===== config.mk =====
export PLATFORM = sky130hd
export DESIGN_NAME = dual_psc_tick_gen
export DESIGN_NICKNAME = d
export VERILOG_FILES = /design/src/rtl/tick_gen_pkg.sv /design/src/rtl/tick_cfg_regs.sv /design/src/rtl/tick_prescaler.sv /design/src/rtl/tick_divider.sv /design/src/rtl/dual_psc_tick_gen.sv
export SDC_FILE = /design/constraint.sdc
export NUM_CORES = 1
export LEC_CHECK = 0
export CAP_MARGIN = 10
export CORE_ASPECT_RATIO = 1.25
export CORE_MARGIN = 5
export CORE_UTILIZATION = 40
export CTS_BUF_LIST = sky130_fd_sc_hd__clkbuf_8
export DETAILED_ROUTE_END_ITERATION = 6
export MAX_ROUTING_LAYER = met4
export PLACE_DENSITY_LB_ADDON = 0.1
export REMOVE_ABC_BUFFERS = 1
export SYNTH_ARGS = -nofsm -noshare
export SYNTH_HDL_FRONTEND = slang
export SYNTH_SLANG_ARGS = --single-unit
export TNS_END_PERCENT = 100

===== constraint.sdc =====
create_clock -name clk -period 7.3 [get_ports clk]
set_input_delay 1.46 -clock clk [delete_from_list [all_inputs] [get_ports clk]]
set_output_delay 1.46 -clock clk [all_outputs]
set_load 0.005 [all_outputs]

===== src/rtl/tick_gen_pkg.sv =====
package tick_gen_pkg;
  // configuration word selector on the write port
  typedef enum logic {
    CFG_WORD_PSC = 1'b0,
    CFG_WORD_DIV = 1'b1
  } cfg_word_e;
endpackage


===== src/rtl/tick_cfg_regs.sv =====
module tick_cfg_regs
  import tick_gen_pkg::*;
#(
  parameter int unsigned NUM_CH  = 5,
  parameter int unsigned PSC_W   = 8,
  parameter int unsigned SEL_W   = 4,
  parameter int unsigned MAX_LOG = 4,
  parameter int unsigned LOG_W   = 3,
  parameter int unsigned WD_W    = 20
) (
  input  logic                      clk,
  input  logic                      rst_n,
  input  logic                      we,
  input  logic                      sel,
  input  logic [WD_W-1:0]           wdata,
  output logic [2*PSC_W-1:0]        psc_vals,
  output logic [NUM_CH*LOG_W-1:0]   log_ratios,
  output logic                      restart
);
  logic [PSC_W-1:0]        psc_lo_q, psc_lo_d;
  logic [PSC_W-1:0]        psc_hi_q, psc_hi_d;
  logic [NUM_CH*SEL_W-1:0] div_q, div_d;
  logic                    wr_psc, wr_div;

  assign wr_psc  = we && (cfg_word_e'(sel) == CFG_WORD_PSC);
  assign wr_div  = we && (cfg_word_e'(sel) == CFG_WORD_DIV);
  assign restart = we;

  always_comb begin
    psc_lo_d = psc_lo_q;
    psc_hi_d = psc_hi_q;
    div_d    = div_q;
    if (wr_psc) begin
      psc_lo_d = wdata[PSC_W-1:0];
      psc_hi_d = wdata[2*PSC_W-1:PSC_W];
    end
    if (wr_div) begin
      div_d = wdata[NUM_CH*SEL_W-1:0];
    end
  end

  always_ff @(posedge clk or negedge rst_n) begin
    if (!rst_n) begin
      psc_lo_q <= PSC_W'(1);
      psc_hi_q <= PSC_W'(1);
      div_q    <= '0;
    end else begin
      psc_lo_q <= psc_lo_d;
      psc_hi_q <= psc_hi_d;
      div_q    <= div_d;
    end
  end

  assign psc_vals = {psc_hi_q, psc_lo_q};

  for (genvar c = 0; c < NUM_CH; c++) begin : g_sat
    logic [SEL_W-1:0] field;
    assign field = div_q[c*SEL_W +: SEL_W];
    assign log_ratios[c*LOG_W +: LOG_W] =
      (field > SEL_W'(MAX_LOG)) ? LOG_W'(MAX_LOG) : LOG_W'(field);

    AST_SEL_SATURATED: assert property (@(posedge clk) disable iff (!rst_n)
      log_ratios[c*LOG_W +: LOG_W] <= LOG_W'(MAX_LOG));
  end

  AST_RESET_PSC_KEEP: assert property (@(posedge clk) disable iff (!rst_n)
    !wr_psc |=> $stable(psc_vals));
endmodule


===== src/rtl/tick_prescaler.sv =====
module tick_prescaler #(
  parameter int unsigned PSC_W = 8
) (
  input  logic             clk,
  input  logic             rst_n,
  input  logic             restart,
  input  logic [PSC_W-1:0] limit,
  output logic             pulse
);
  logic [PSC_W-1:0] cnt_q, cnt_d;
  logic             at_end;

  assign at_end = (cnt_q == limit);
  assign pulse  = at_end;

  always_comb begin
    cnt_d = cnt_q + PSC_W'(1);
    if (restart || at_end) cnt_d = '0;
  end

  always_ff @(posedge clk or negedge rst_n) begin
    if (!rst_n) cnt_q <= '0;
    else        cnt_q <= cnt_d;
  end

  AST_PSC_RESTART_ZERO: assert property (@(posedge clk) disable iff (!rst_n)
    restart |=> (cnt_q == '0));
  AST_PSC_WITHIN_LIMIT: assert property (@(posedge clk) disable iff (!rst_n)
    cnt_q <= limit);
  AST_PSC_PULSE_GAP: assert property (@(posedge clk) disable iff (!rst_n)
    (pulse && !restart && limit != '0) |=> !pulse);
endmodule


===== src/rtl/tick_divider.sv =====
module tick_divider #(
  parameter int unsigned MAX_LOG = 4,
  parameter int unsigned LOG_W   = 3
) (
  input  logic             clk,
  input  logic             rst_n,
  input  logic             restart,
  input  logic             step,
  input  logic [LOG_W-1:0] log_ratio,
  output logic             tick
);
  localparam int unsigned CNT_W = (MAX_LOG < 1) ? 1 : MAX_LOG;

  logic [CNT_W-1:0] cnt_q, cnt_d;
  logic [CNT_W-1:0] terminal;
  logic             last;
  logic             tick_q, tick_d;

  assign terminal = CNT_W'((32'd1 << log_ratio) - 32'd1);
  assign last     = (cnt_q == terminal);

  always_comb begin
    cnt_d  = cnt_q;
    tick_d = 1'b0;
    if (restart) begin
      cnt_d = '0;
    end else if (step) begin
      cnt_d  = last ? '0 : cnt_q + CNT_W'(1);
      tick_d = last;
    end
  end

  always_ff @(posedge clk or negedge rst_n) begin
    if (!rst_n) begin
      cnt_q  <= '0;
      tick_q <= 1'b0;
    end else begin
      cnt_q  <= cnt_d;
      tick_q <= tick_d;
    end
  end

  assign tick = tick_q;

  AST_TICK_AFTER_STEP: assert property (@(posedge clk) disable iff (!rst_n)
    tick_q |-> $past(step));
  AST_RESTART_QUIET: assert property (@(posedge clk) disable iff (!rst_n)
    restart |=> !tick_q);
  AST_TICK_SINGLE: assert property (@(posedge clk) disable iff (!rst_n)
    (tick_q && log_ratio != '0) |=> !tick_q);
endmodule


===== src/rtl/dual_psc_tick_gen.sv =====
module dual_psc_tick_gen #(
  parameter int unsigned NUM_CH   = 5,
  parameter int unsigned LO_GROUP = 2,
  parameter int unsigned PSC_W    = 8,
  parameter int unsigned SEL_W    = 4,
  parameter int unsigned MAX_LOG  = 4,
  parameter int unsigned WD_W     = ((2*PSC_W) > (NUM_CH*SEL_W)) ? (2*PSC_W) : (NUM_CH*SEL_W)
) (
  input  logic              clk,
  input  logic              rst_n,
  input  logic              cfg_we,
  input  logic              cfg_sel,
  input  logic [WD_W-1:0]   cfg_wdata,
  output logic [NUM_CH-1:0] tick
);
  localparam int unsigned LOG_W  = $clog2(MAX_LOG + 1);
  localparam int unsigned NUM_PS = 2;

  logic [2*PSC_W-1:0]      psc_vals;
  logic [NUM_CH*LOG_W-1:0] log_ratios;
  logic                    restart;
  logic [NUM_PS-1:0]       psc_pulse;

  tick_cfg_regs #(
    .NUM_CH(NUM_CH), .PSC_W(PSC_W), .SEL_W(SEL_W),
    .MAX_LOG(MAX_LOG), .LOG_W(LOG_W), .WD_W(WD_W)
  ) u_cfg (
    .clk(clk), .rst_n(rst_n), .we(cfg_we), .sel(cfg_sel), .wdata(cfg_wdata),
    .psc_vals(psc_vals), .log_ratios(log_ratios), .restart(restart)
  );

  for (genvar p = 0; p < NUM_PS; p++) begin : g_psc
    tick_prescaler #(.PSC_W(PSC_W)) u_psc (
      .clk(clk), .rst_n(rst_n), .restart(restart),
      .limit(psc_vals[p*PSC_W +: PSC_W]), .pulse(psc_pulse[p])
    );
  end

  for (genvar c = 0; c < NUM_CH; c++) begin : g_ch
    logic step;
    if (c < LO_GROUP) begin : g_lo
      assign step = psc_pulse[0];
    end else begin : g_hi
      assign step = psc_pulse[1];
    end
    tick_divider #(.MAX_LOG(MAX_LOG), .LOG_W(LOG_W)) u_div (
      .clk(clk), .rst_n(rst_n), .restart(restart), .step(step),
      .log_ratio(log_ratios[c*LOG_W +: LOG_W]), .tick(tick[c])
    );
  end

  AST_WRITE_SILENCES: assert property (@(posedge clk) disable iff (!rst_n)
    cfg_we |=> (tick == '0));
endmodule


; ---- Word-level counts from Yosys, hierarchy flattened
; Index checks and enable logic that the tools add are counted.
[word_totals]
reg_bits = 77
[classes]
n_reduce_logical = 6
eq_ne = 7
shift = 5
bitwise = 1
magnitude_cmp = 5
muxes = 32
add_sub_neg = 12
[op_table]
columns = operator, count
row1 = 2-to-1 mux 4 bit, 15
row2 = "adder 4 x 1 -> 4 bit, second input constant", 5
row3 = == test 4 bit, 5
row4 = "greater-than comparator 4 x 3 -> 1 bit, second input constant", 5
row5 = "<< shifter 1 x 3 -> 4 bit, first input constant", 5
row6 = "subtractor 4 x 1 -> 4 bit, second input constant", 5
row7 = "adder 8 x 1 -> 8 bit, second input constant", 2
row8 = == test 8 bit, 2
row9 = 2-to-1 mux 8 bit, 2
row10 = 2-to-1 mux 3 bit, 5
row11 = 2-to-1 mux 1 bit, 10
row12 = nonzero test 2 bit, 2
row13 = logical AND 1 bit, 2
row14 = logical OR 1 bit, 2
row15 = inverter 1 bit, 1

; ---- Logic depth before layout (Yosys ltp)
[logic_depth]
depth_word = 8
depth_mapped = 8
depth_no_buf = 8

; ---- Modules after synthesis
; From an unflattened synthesis, not the netlist that was laid out.
[hier_totals]
cells_unflattened = 392
hier_area_um2 = 4414.2
[by_module_without_submodules]
columns = mod, seq_area_each_um2, area_each_um2, instances, cells_per_inst
row1 = tick_divider, 125.1, 350.3, 5, 39
row2 = tick_cfg_regs, 903.4, 1619.1, 1, 105
row3 = tick_prescaler, 200.2, 521.8, 2, 46

; ---- Worst setup path after synthesis
; No wires, ideal clock.
[synth_path]
kind = input port to flip-flop
startpoint = input cfg_we
endpoint = register u_cfg.psc_hi_q[1]
t_arrival_ns = 2.690
t_required_ns = 7.175
path_slack_ns = 4.486
path_stages = 5
cell_sequence = buf_2 > inv_1 > nor2_1 > buf_2 > mux2_2
[synth_between]
elab_chain_len = 1
[synth_rtl]
columns = item, line
row1 = "start, declared", dual_psc_tick_gen.sv:11  ; input logic cfg_we,
row2 = logical AND 1 bit, tick_cfg_regs.sv:25  ; assign wr_psc = we && (cfg_word_e'(sel) == CFG_WORD_PSC);
row3 = "end signal, assigned", tick_cfg_regs.sv:49  ; psc_hi_q <= psc_hi_d;
row4 = "end, declared", tick_cfg_regs.sv:21  ; logic [PSC_W-1:0] psc_hi_q, psc_hi_d;
; Every way passes these cells.
; A chain may end at the register's enable or synchronous reset.

; ---- Worst setup path in the final report
[layout_path]
startpoint = input cfg_we
endpoint = register u_cfg.psc_hi_q[5]
; The elaborated chain is that of the path after synthesis.

==> reports/summary.log <==
qor: status.run_status finished clean
qor: run.cap_violations 0
qor: grt.grt_start_max_net_pins 78
qor: timing.timing.final.crit_share 0.445
qor: setup_path.timing.setup.critical_path_class in2reg
qor: cts.cts_max_path_buffers 2
qor: setup_path.critical_path.reg2reg.endpoint g_ch[1].u_div.cnt_q[2]$_DFFE_PN0N_
qor: min_path.min-delay-path-class reg2reg
qor: grt.grt_use_total 0.148
qor: cts.ctsResizeCount 0
qor: timing.rsz_0062_raised_after_global_routing false
qor: floorplanning.die_x 99.2 um
qor: route.wl 7920 um
qor: route.post_drt_wl_per_cell 15.2 um
qor: logic_synthesis.synth-edff-count 0
qor: logic_synthesis.syn-instance-count 365
qor: setup_path.worst_setup_end_kind flop
qor: setup_path.worst-r2r-cell-count 7
qor: min_path.min_from u_cfg.psc_lo_q[4]$_DFFE_PN0P_
qor: timing.finalWorstSetupSlack 4050 ps
qor: timing.fin_hold_ws 535 ps
qor: logic_synthesis.syn_area 3980 sq um
qor: floorplanning.io_pins 29
qor: cells_and_area.finalCoreUtilization 0.475
qor: cts.number_of_levels_the_h_tree_was_split_into 3
qor: route.drtPass1Iterations 4
qor: timing.finClkSkew 7.19 ps
qor: timing.totalNegativeSetupSlack 0 ps
qor: floorplanning.core_area 9660 sq um
qor: logic_synthesis.async_flop_share 1.00
qor: grt.grt_overflow_total 0
qor: cells_and_area.fraction_of_layout_instances_using_a_drive_strength_above_1 0.193
qor: cells_and_area.area_delta_synth_final 15.4%
qor: power.powerDensity 228 nW/um^2
qor: logic_synthesis.synth.ff_latch_count 77
qor: power.static-leakage-power 0.00187 uW
qor: placement.dp_hpwl 5450 um
qor: placement.total_of_buffers_placed_on_input_and_output_ports 28
qor: logic_synthesis.synth_seq_area_share 0.485
qor: cts.tritoncts built
qor: logic_synthesis.syn-mean-instance-area 10.9 sq um
qor: cells_and_area.design.final.nets 426
qor: timing.layout_min_cycle_time 3250 ps
qor: cts.tritoncts_buffer_count 9
qor: timing.report.final.slew_viol_count 0
qor: timing.timing.slew.headroom 0.352
qor: setup_path.setup.reg_to_reg.worst_slack 4800 ps
qor: cells_and_area.final_cell_count_no_fill 520
qor: setup_path.worstReg2RegStart u_cfg.div_q[7]$_DFFE_PN0P_
qor: floorplanning.std_cell_rows 40
qor: cells_and_area.layout.cells.most_common dfrtp_1
qor: route.detail_route.vias_per_cell 5.38
qor: timing.timing_worst_slew_pin_value 973 ps
qor: grt.via_count_of_the_first_global_routing_pass 2797
qor: placement.post-place-cells 505
qor: cts.clk_root_buffer_cell clkbuf_8
qor: setup_path.worst-endpoint-required 7550 ps
qor: setup_path.worst-endpoint-arrival 3500 ps
qor: timing.hold_violations 0
qor: cts.post-cts-setup-buffer-count 0
qor: setup_path.timing.critical_path.fanout_max 26
qor: route.route.antenna.remaining_nets 0
qor: setup_path.cpMaxStageDelayCell clkdlybuf4s50_1
qor: min_path.hold_path_end u_cfg.psc_lo_q[4]$_DFFE_PN0P_
qor: min_path.whs_path_depth 1
qor: setup_path.startpoint_type_of_the_worst_setup_path primary input
qor: cells_and_area.multi_input_area 1950 sq um
qor: setup_path.critical_path.n_buffers_inverters 4
qor: setup_path.crit_family buffers and inverters
qor: cells_and_area.num-fill-cells 887
qor: route.drc 0
qor: timing.finalSetupViolCount 0
qor: grt.first_pass_grt_wire_length 13800 um
qor: cts.clkTransAtPathRegs 70 ps
qor: floorplanning.die_y 122 um
qor: placement.routabilityCongestion 0.750
qor: cells_and_area.final_antenna_diode_count 0
qor: cts.clock_latency 360 ps
qor: floorplanning.initial_core_util 0.412
qor: floorplanning.floorplan.die_area 12100 sq um
qor: cts.cts.sink_count 77
qor: logic_synthesis.synth.distinct_cells 38
qor: route.drt_iter0_drc 93
qor: cts.ctsHoldBuffers 0
qor: timing.maxClockFrequency 0.308 GHz
qor: logic_synthesis.synth_top_flop_cell dfrtp_1
qor: placement.dp_worst_setup_slack 3650 ps
qor: cells_and_area.ff_latch_area 1930 sq um
qor: cells_and_area.layout_common_cells dfrtp_1 (75), mux2_2 (37), nand3_1 (35), nand2_1 (28), clkdlybuf4s50_1 (27)
qor: power.irDropWorstVdd 0.0000792 V
qor: logic_synthesis.number_of_warnings_printed_during_yosys_synthesis 0
qor: setup_path.timing.critical_path.mode_cell buf_4
qor: setup_path.worstPathCellList clkdlybuf4s50_1 -> buf_4 -> inv_1 -> nor2_1 -> buf_4 -> mux2_2
qor: route.routed-via-count 2795
qor: grt.antenna_found_initial 0
qor: setup_path.slowest_delay 460 ps
==> synth_stat cells, drive strengths merged, types with 6 or more instances <==
cell type / n / area (sq um)
nand2: 28 / 105
nand3: 35 / 175
nor2: 21 / 78.8
xnor2: 15 / 131
clkbuf: 6 / 22.5
nand3b: 8 / 60.1
nor3: 11 / 75.1
ha: 12 / 150
buf: 10 / 62.6
a21oi: 11 / 55.1
and3: 7 / 43.8
mux2: 37 / 417
a31oi: 9 / 56.3
or3: 10 / 63.8
xor2: 23 / 201
dfrtp: 75 / 1880
==> power breakdown <==
group | internal, uW | switching, uW
Combinational | 77.8 | 57.2
Clock | 243 | 161
Sequential | 467 | 42.8
==> worst register-to-register path: stages, from the launching register on <==
cell and delay [ps]:
dfrtp_1 430, or4b_2 680, ha_1 210, xnor2_1 210, or3b_1 370, a31o_2 270, nand4b_1 120, a31oi_1 90
==> per-layer routing <==
metal | share of wire | track usage
met5 | 0 | -
met4 | 0.021 | 0.0658
met3 | 0.029 | 0.0299
met2 | 0.51 | 0.239
met1 | 0.44 | 0.181
==> flip-flops by register name (all words and copies together), names as in the netlist <==
signal	count
u_cfg.psc_lo_q	8
u_cfg.psc_hi_q	8
g_psc.u_psc.cnt_q	16
u_cfg.div_q	20
g_ch.u_div.cnt_q	20
g_ch.u_div.tick	5
==> final cells by class <==
cell class                 count  share of cell area
multi-input combinational    269               0.426
sequential                    77               0.420
timing repair buffer          30              0.0638
tap                          126              0.0343
clock buffer                  11              0.0330
clock inverter                 4              0.0207
inverter                       3             0.00245
==> per-stage QoR <==
step	power (uW)	cell area, sq um
global route	1100	4590
CTS	1060	4590
global placement	652	4350
detailed placement	656	4350
finish	1050	4590
floorplan	603	3890
==> logic make-up (layout without fill, tap and decap cells) <==
logic type / Yosys count / count (layout) / synth area share
buffers and inverters: 19 / 48 / 0.0242
and+or+nand+nor: 145 / 145 / 0.205
DFF: 77 / 77 / 0.485
adders and majority gates: 12 / 12 / 0.0377
muxes: 37 / 37 / 0.105
AOI/OAI and AO/OA: 37 / 37 / 0.0597
xor gates and xnor gates: 38 / 38 / 0.0836
==> worst max path at each step <==
stage	start	to	depth (start not counted)
2_1_floorplan	cfg_we	u_cfg.psc_hi_q[1]$_DFFE_PN0P_	3
3_3_place_gp	cfg_we	u_cfg.psc_lo_q[7]$_DFFE_PN0P_	6
3_5_place_dp	cfg_we	u_cfg.psc_hi_q[5]$_DFFE_PN0P_	6
4_1_cts	cfg_we	u_cfg.psc_lo_q[6]$_DFFE_PN0P_	6
5_1_grt	cfg_we	u_cfg.psc_hi_q[6]$_DFFE_PN0P_	6
6_report	cfg_we	u_cfg.psc_hi_q[5]$_DFFE_PN0P_	6
No activity file was read; power rests on OpenSTA's default activity.
